===== src/rtl/vcd_pkg.sv =====
package vcd_pkg;

    localparam int SEL_W = 3;

    localparam logic [SEL_W-1:0] SEL_SRC_HI = 3'd0;
    localparam logic [SEL_W-1:0] SEL_SRC_LO = 3'd1;
    localparam logic [SEL_W-1:0] SEL_DST_HI = 3'd2;
    localparam logic [SEL_W-1:0] SEL_DST_LO = 3'd3;
    localparam logic [SEL_W-1:0] SEL_CTRL   = 3'd4;

    typedef enum logic [1:0] {
        ST_IDLE  = 2'd0,
        ST_READ  = 2'd1,
        ST_WRITE = 2'd2
    } seq_state_t;

endpackage


===== src/rtl/vcd_regs.sv =====
module vcd_regs
    import vcd_pkg::*;
#(
    parameter int UNIT_LG = 4,
    parameter int WIN_W   = 13,
    parameter int LEN_W   = 7
) (
    input  logic               clk,
    input  logic               rst_n,
    input  logic               reg_wr,
    input  logic [SEL_W-1:0]   reg_sel,
    input  logic [7:0]         reg_wdata,
    output logic [7:0]         reg_rdata,
    input  logic               busy,
    input  logic               xfer_done,
    output logic               start,
    output logic [15:0]        src_base,
    output logic [WIN_W-1:0]   dst_off,
    output logic [LEN_W-1:0]   len_units
);

    localparam logic [7:0] LO_MASK  = 8'(8'hFF << UNIT_LG);
    localparam int         DHI_W    = WIN_W - 8;
    localparam logic [7:0] DHI_MASK = 8'((1 << DHI_W) - 1);

    logic [7:0]       src_hi_q, src_lo_q, dst_hi_q, dst_lo_q;
    logic             done_q;
    logic [LEN_W-1:0] len_q;
    logic [7:0]       ctrl_view;

    assign start = reg_wr && (reg_sel == SEL_CTRL) && !busy;

    always_ff @(posedge clk) begin
        if (!rst_n) begin
            src_hi_q <= '0;
            src_lo_q <= '0;
            dst_hi_q <= '0;
            dst_lo_q <= '0;
            done_q   <= 1'b0;
            len_q    <= '0;
        end else begin
            if (reg_wr) begin
                unique case (reg_sel)
                    SEL_SRC_HI: src_hi_q <= reg_wdata;
                    SEL_SRC_LO: src_lo_q <= reg_wdata & LO_MASK;
                    SEL_DST_HI: dst_hi_q <= reg_wdata & DHI_MASK;
                    SEL_DST_LO: dst_lo_q <= reg_wdata & LO_MASK;
                    default: ;
                endcase
            end
            if (start) begin
                len_q  <= reg_wdata[LEN_W-1:0];
                done_q <= 1'b0;
            end else if (xfer_done) begin
                done_q <= 1'b1;
            end
        end
    end

    always_comb begin
        ctrl_view              = '0;
        ctrl_view[LEN_W-1:0]   = len_q;
        ctrl_view[7]           = done_q;
    end

    always_comb begin
        unique case (reg_sel)
            SEL_SRC_HI: reg_rdata = src_hi_q;
            SEL_SRC_LO: reg_rdata = src_lo_q;
            SEL_DST_HI: reg_rdata = dst_hi_q;
            SEL_DST_LO: reg_rdata = dst_lo_q;
            SEL_CTRL:   reg_rdata = ctrl_view;
            default:    reg_rdata = 8'h00;
        endcase
    end

    assign src_base  = {src_hi_q, src_lo_q};
    assign dst_off   = {dst_hi_q[DHI_W-1:0], dst_lo_q};
    assign len_units = len_q;

endmodule


===== src/rtl/vcd_addr.sv =====
module vcd_addr #(
    parameter int          ADDR_W   = 16,
    parameter int          WIN_W    = 13,
    parameter int          IDX_W    = 11,
    parameter logic [15:0] WIN_BASE = 16'h8000
) (
    input  logic              clk,
    input  logic              rst_n,
    input  logic              start,
    input  logic [15:0]       src_base,
    input  logic [WIN_W-1:0]  dst_off,
    input  logic [IDX_W-1:0]  idx,
    output logic [ADDR_W-1:0] rd_addr,
    output logic [ADDR_W-1:0] wr_addr
);

    logic [ADDR_W-1:0] src_q, dst_q;

    always_ff @(posedge clk) begin
        if (!rst_n) begin
            src_q <= '0;
            dst_q <= '0;
        end else if (start) begin
            src_q <= ADDR_W'(src_base);
            dst_q <= ADDR_W'(WIN_BASE) + ADDR_W'(dst_off);
        end
    end

    assign rd_addr = src_q + ADDR_W'(idx);
    assign wr_addr = dst_q + ADDR_W'(idx);

endmodule


===== src/rtl/vcd_seq.sv =====
module vcd_seq
    import vcd_pkg::*;
#(
    parameter int LEN_W   = 7,
    parameter int UNIT_LG = 4,
    parameter int DATA_W  = 8,
    parameter int IDX_W   = 11
) (
    input  logic              clk,
    input  logic              rst_n,
    input  logic              start,
    input  logic [LEN_W-1:0]  len_units,
    input  logic              mem_ready,
    input  logic [DATA_W-1:0] mem_rdata,
    output logic              mem_req,
    output logic              mem_we,
    output logic [DATA_W-1:0] wr_data,
    output logic [IDX_W-1:0]  idx,
    output logic              busy,
    output logic              xfer_done
);

    seq_state_t        state, nxt;
    logic [IDX_W-1:0]  idx_q;
    logic [DATA_W-1:0] data_q;
    logic [IDX_W-1:0]  last_idx;
    logic              is_last;

    assign last_idx = {len_units, {UNIT_LG{1'b1}}};
    assign is_last  = (idx_q == last_idx);

    always_ff @(posedge clk) begin
        if (!rst_n) state <= ST_IDLE;
        else        state <= nxt;
    end

    always_comb begin
        nxt = state;
        unique case (state)
            ST_IDLE:  if (start)     nxt = ST_READ;
            ST_READ:  if (mem_ready) nxt = ST_WRITE;
            ST_WRITE: if (mem_ready) nxt = is_last ? ST_IDLE : ST_READ;
            default:                 nxt = ST_IDLE;
        endcase
    end

    always_ff @(posedge clk) begin
        if (!rst_n) begin
            idx_q  <= '0;
            data_q <= '0;
        end else begin
            if (state == ST_IDLE && start)
                idx_q <= '0;
            else if (state == ST_WRITE && mem_ready && !is_last)
                idx_q <= idx_q + 1'b1;
            if (state == ST_READ && mem_ready)
                data_q <= mem_rdata;
        end
    end

    always_comb begin
        mem_req   = 1'b0;
        mem_we    = 1'b0;
        xfer_done = 1'b0;
        unique case (state)
            ST_IDLE: ;
            ST_READ:  mem_req = 1'b1;
            ST_WRITE: begin
                mem_req   = 1'b1;
                mem_we    = 1'b1;
                xfer_done = mem_ready && is_last;
            end
            default: ;
        endcase
    end

    assign busy    = (state != ST_IDLE);
    assign idx     = idx_q;
    assign wr_data = data_q;

endmodule


===== src/rtl/vid_copy_dma.sv =====
module vid_copy_dma
    import vcd_pkg::*;
#(
    parameter int          ADDR_W   = 16,
    parameter int          UNIT_LG  = 4,
    parameter int          WIN_W    = 13,
    parameter int          LEN_W    = 7,
    parameter logic [15:0] WIN_BASE = 16'h8000
) (
    input  logic              clk,
    input  logic              rst_n,
    input  logic              reg_wr,
    input  logic [2:0]        reg_sel,
    input  logic [7:0]        reg_wdata,
    output logic [7:0]        reg_rdata,
    output logic              busy,
    output logic              mem_req,
    output logic              mem_we,
    output logic [ADDR_W-1:0] mem_addr,
    output logic [7:0]        mem_wdata,
    input  logic [7:0]        mem_rdata,
    input  logic              mem_ready
);

    localparam int IDX_W = LEN_W + UNIT_LG;

    logic              start, xfer_done;
    logic [15:0]       src_base;
    logic [WIN_W-1:0]  dst_off;
    logic [LEN_W-1:0]  len_units;
    logic [IDX_W-1:0]  idx;
    logic [ADDR_W-1:0] rd_addr, wr_addr;

    vcd_regs #(.UNIT_LG(UNIT_LG), .WIN_W(WIN_W), .LEN_W(LEN_W)) u_regs (
        .clk(clk), .rst_n(rst_n), .reg_wr(reg_wr), .reg_sel(reg_sel),
        .reg_wdata(reg_wdata), .reg_rdata(reg_rdata), .busy(busy),
        .xfer_done(xfer_done), .start(start), .src_base(src_base),
        .dst_off(dst_off), .len_units(len_units)
    );

    vcd_addr #(.ADDR_W(ADDR_W), .WIN_W(WIN_W), .IDX_W(IDX_W), .WIN_BASE(WIN_BASE)) u_addr (
        .clk(clk), .rst_n(rst_n), .start(start), .src_base(src_base),
        .dst_off(dst_off), .idx(idx), .rd_addr(rd_addr), .wr_addr(wr_addr)
    );

    vcd_seq #(.LEN_W(LEN_W), .UNIT_LG(UNIT_LG), .DATA_W(8), .IDX_W(IDX_W)) u_seq (
        .clk(clk), .rst_n(rst_n), .start(start), .len_units(len_units),
        .mem_ready(mem_ready), .mem_rdata(mem_rdata), .mem_req(mem_req),
        .mem_we(mem_we), .wr_data(mem_wdata), .idx(idx), .busy(busy),
        .xfer_done(xfer_done)
    );

    assign mem_addr = mem_we ? wr_addr : rd_addr;

endmodule


===== config.mk =====
export PLATFORM = sky130hd
export DESIGN_NAME = vid_copy_dma
export DESIGN_NICKNAME = d
export VERILOG_FILES = /design/src/rtl/vcd_pkg.sv /design/src/rtl/vcd_regs.sv /design/src/rtl/vcd_addr.sv /design/src/rtl/vcd_seq.sv /design/src/rtl/vid_copy_dma.sv
export SDC_FILE = /design/constraint.sdc
export NUM_CORES = 1
export LEC_CHECK = 0
export ABC_AREA = 0
export BUFFER_PORTS_ARGS = -buffer_cell sky130_fd_sc_hd__buf_2
export CAP_MARGIN = 20
export CORE_ASPECT_RATIO = 1.25
export CORE_MARGIN = 2
export CORE_UTILIZATION = 30
export DETAILED_ROUTE_END_ITERATION = 10
export GPL_TIMING_DRIVEN = 0
export PLACE_DENSITY_LB_ADDON = 0.2
export SETUP_SLACK_MARGIN = 0.15
export SLEW_MARGIN = 20
export SYNTH_ARGS = -nofsm -noshare
export SYNTH_HDL_FRONTEND = slang
export SYNTH_SLANG_ARGS = --single-unit

===== constraint.sdc =====
create_clock -name clk -period 2.33 [get_ports clk]
set_clock_uncertainty 0.15 [all_clocks]
set_input_delay 0.233 -clock clk [delete_from_list [all_inputs] [get_ports clk]]
set_output_delay 0.233 -clock clk [all_outputs]
set_load 0.01 [all_outputs]

==> results.sh <==
export IMPL_drive_gt1_frac=0.291
export IMPL_postLayoutSetupSlackWorst_ns=-0.272
export IMPL_cts_made_buffers=9
export IMPL_syn_avg_cell_area_sq_um=7.80
export IMPL_cp_cell_sequence="ha_4 -> inv_2 -> fa_2 -> nand2b_4 -> a21oi_4 -> o21ai_2 -> a21oi_2 -> mux2_4 -> buf_6"
export IMPL_dpl_hpwl_microns=9100
export IMPL_ant_nets=0
export IMPL_core_sq_um=12800
export IMPL_dp_slack_ns=-0.198
export IMPL_cts_root_buffer="clkbuf_16"
export IMPL_p_comb_frac=0.140
export IMPL_final_setup_viol_count=5
export IMPL_io_buffers=57
export IMPL_multi_input_area_sq_um=2700
export IMPL_area_sequential_sq_um=1480
export IMPL_rsz0062_at_grt="true"
export IMPL_final_util=0.420
export IMPL_grt_pass1_vias=3776
export IMPL_period_share=1.12
export IMPL_yosysSeqAreaShare=0.365
export IMPL_p_leak_nw=2.12
export IMPL_grt_pass1_wl_microns=19200
export IMPL_yosysTopAreaCell="dfxtp_1"
export IMPL_grtUsageTotal=0.172
export IMPL_p_sw_mw=0.823
export IMPL_dpl_cell_area_sq_um=4470
export IMPL_drt_iter0_drc=135
export IMPL_die_x_microns=107
export IMPL_crit_type="reg -> out"
export IMPL_synth_top_area_share=0.365
export IMPL_htreeDepth=3
export IMPL_antenna_found_initial=0
export IMPL_status="finished, violations left"
export IMPL_grt_overflow=0
export IMPL_synth_nets=552
export IMPL_netlist_area_sq_um=3950
export IMPL_drcViolationCount=0
export IMPL_ys_ff_latch=72
export IMPL_hold_violations=0
export IMPL_critPathSlowestCell="dfxtp_4"
export IMPL_ys_types=44
export IMPL_hold_class="in -> reg"
export IMPL_async_reset_ff_frac=0
export IMPL_placementRows=46
export IMPL_synth_enable_flop_cells=0
export IMPL_diodes=0
export IMPL_nets=642
export IMPL_swShare=0.265
export IMPL_dieArea_sq_um=14100
export IMPL_wl_per_cell_microns=15.4
export IMPL_power_frac_seq=0.419
export IMPL_path_max_fanout=3
export IMPL_grt_max_degree=13
export IMPL_fillers=1327
export IMPL_max_freq_mhz=384
export IMPL_cts_sinks=72
export IMPL_ios=58
export IMPL_ys_warn_count=0
export IMPL_max_stage_delay_ns=0.38
export IMPL_cts_buffer_depth=2
export IMPL_crit_buf_inv=2
export IMPL_cts_reportedPaths_clkPinSlew_ns=0.06
export IMPL_power_density_nw_per_um2=579
export IMPL_cts_tree="yes"
export IMPL_slew_violations=0
export IMPL_intPower_mw=2.28
export IMPL_post_route_cell_area_sq_um=5360
export IMPL_crit_required_ns=1.95
export IMPL_synth_most_common_cell="nand2_1"
export IMPL_clockPowerShare=0.442
export IMPL_die_h_microns=132
export IMPL_worst_pin_slew_ns=0.740
export IMPL_endpoint_kind="output pin"
export IMPL_synthesis_instances=507
export IMPL_insertion_delay_ns=0.33
export IMPL_ys_flop_type="dfxtp_1"
export IMPL_cp_top_family="adder cells"
export IMPL_synth_common_cells="nand2_1 (104), a21oi_1 (74), dfxtp_1 (72)"
export IMPL_initial_core_util=0.309
export IMPL_area_delta_synth_final_pct=35.6
export IMPL_vias_per_cell=4.98
export IMPL_violations="setup timing"
export IMPL_fin_setup_tns_ns=-0.837
export IMPL_vias=3834
export IMPL_cp_start_kind="register"
export IMPL_wirelength_microns=11900
export IMPL_yosys_top_cells_area="dfxtp_1 (36%), nand2_1 (9.9%), a21oi_1 (9.4%)"
export IMPL_post_route_min_period_ns=2.60
export IMPL_gp_congestion=0.806
export IMPL_dr_pass1_iters=4
export IMPL_cp_arrival_ns=2.22
export IMPL_cap_violations=0
export IMPL_ir_drop_v=0.000355
export IMPL_relSlewSlack=0.502
sequential cells by signal, indices dropped and copies added (netlist names):
signal,count
u_regs.dst_hi_q,5
u_regs.dst_lo_q,4
u_seq.wr_data,8
u_seq.state,2
u_regs.src_lo_q,4
u_seq.idx,11
u_regs.src_hi_q,8
u_addr.dst_q,10
u_addr.src_q,12
u_regs.done_q,1
u_regs.len_units,7
worst min-delay path: cells and delay by family:
| family | cells | cell delay (ns) |
|---|---|---|
| simple gates | 1 | 0.05 |
| compound gates | 1 | 0.05 |
| buf+inv | 1 | 0.09 |
final timing paths:
check | start | end | slack, ns | cells past startpoint
worst min register to register | u_seq.wr_data[7] | u_seq.wr_data[7] | 0.30 | 2
worst min-delay path | mem_rdata[4] | u_seq.wr_data[4] | 0.005 | 3
worst max register to register | u_seq.idx[9] | u_seq.idx[0] | 0.18 | 6
worst max-delay path | u_seq.idx[4] | mem_addr[14] | -0.27 | 9
area by class of cell:
type / count / share of cell area
multi-input combinational: 396 / 0.503
sequential: 72 / 0.276
timing repair buffer: 80 / 0.0917
clock buffer: 11 / 0.0453
tap: 168 / 0.0392
buffer: 27 / 0.0271
clock inverter: 5 / 0.0105
inverter: 11 / 0.00770
timing repair:
action | 4_1_cts | 5_1_grt
hold buffers | 2 | 0
endpoints found under the setup margin | 11 | 32
buffers inserted | 17 | 4
hold endpoints to repair | 2 | 0
pin swaps | 28 | 13
resized for setup | 83 | 17
power by group through the flow:
stage          logic (mW)  clock network, mW  registers [mW]
4_1_cts             0.440               1.40            1.30
3_5_place_dp        0.429                  0            1.33
2_1_floorplan       0.272                  0            1.33
6_report            0.434               1.37            1.30
3_3_place_gp        0.420                  0            1.33
5_1_grt             0.490               1.46            1.31
per-stage QoR:
stage | power [mW] | std cells | hold WS, ns
floorplan | 1.60 | 507 | 0.219
global placement | 1.75 | 732 | 0.291
detailed placement | 1.76 | 732 | 0.295
CTS | 3.14 | 767 | 0.00155
global route | 3.26 | 770 | 0.0183
finish | 3.11 | 770 | 0.00547
cell families after synthesis:
kind of cell / synth area share
flip-flops: 0.365
AO/OA/AOI/OAI: 0.151
buffers and inverters: 0.0437
AND/OR/NAND/NOR: 0.236
adder cells (fa/ha/maj): 0.0734
multiplexers: 0.0820
XOR/XNOR: 0.0487
per-layer routing:
layer,up-vias,part of all wire,track usage
met1,1803,0.43,0.214
met4,0,0.033,0.0743
met2,79,0.50,0.295
li1,1922,-,-
met3,30,0.032,0.0232
met5,-,0,0
cell usage in the layout (no fill, tap or decap), types with 4 or more instances in the layout:
cell and count:
a21o_1 4, a21oi_1 62, a21oi_2 7, a21oi_4 5, buf_2 58, buf_4 19
buf_6 9, clkbuf_1 14, clkbuf_16 9, dfxtp_1 59, dfxtp_2 5, dfxtp_4 8
ha_1 7, ha_4 12, inv_1 7, mux2i_1 29, nand2_1 102, nand3_1 18
nand4_1 4, nor2_1 47, nor2b_1 5, nor4_1 4, o21ai_0 7, o21ai_1 4
o21ai_2 5, or4_1 4, xnor2_1 4, xor2_1 17
No activity file was read; power rests on OpenSTA's default activity.
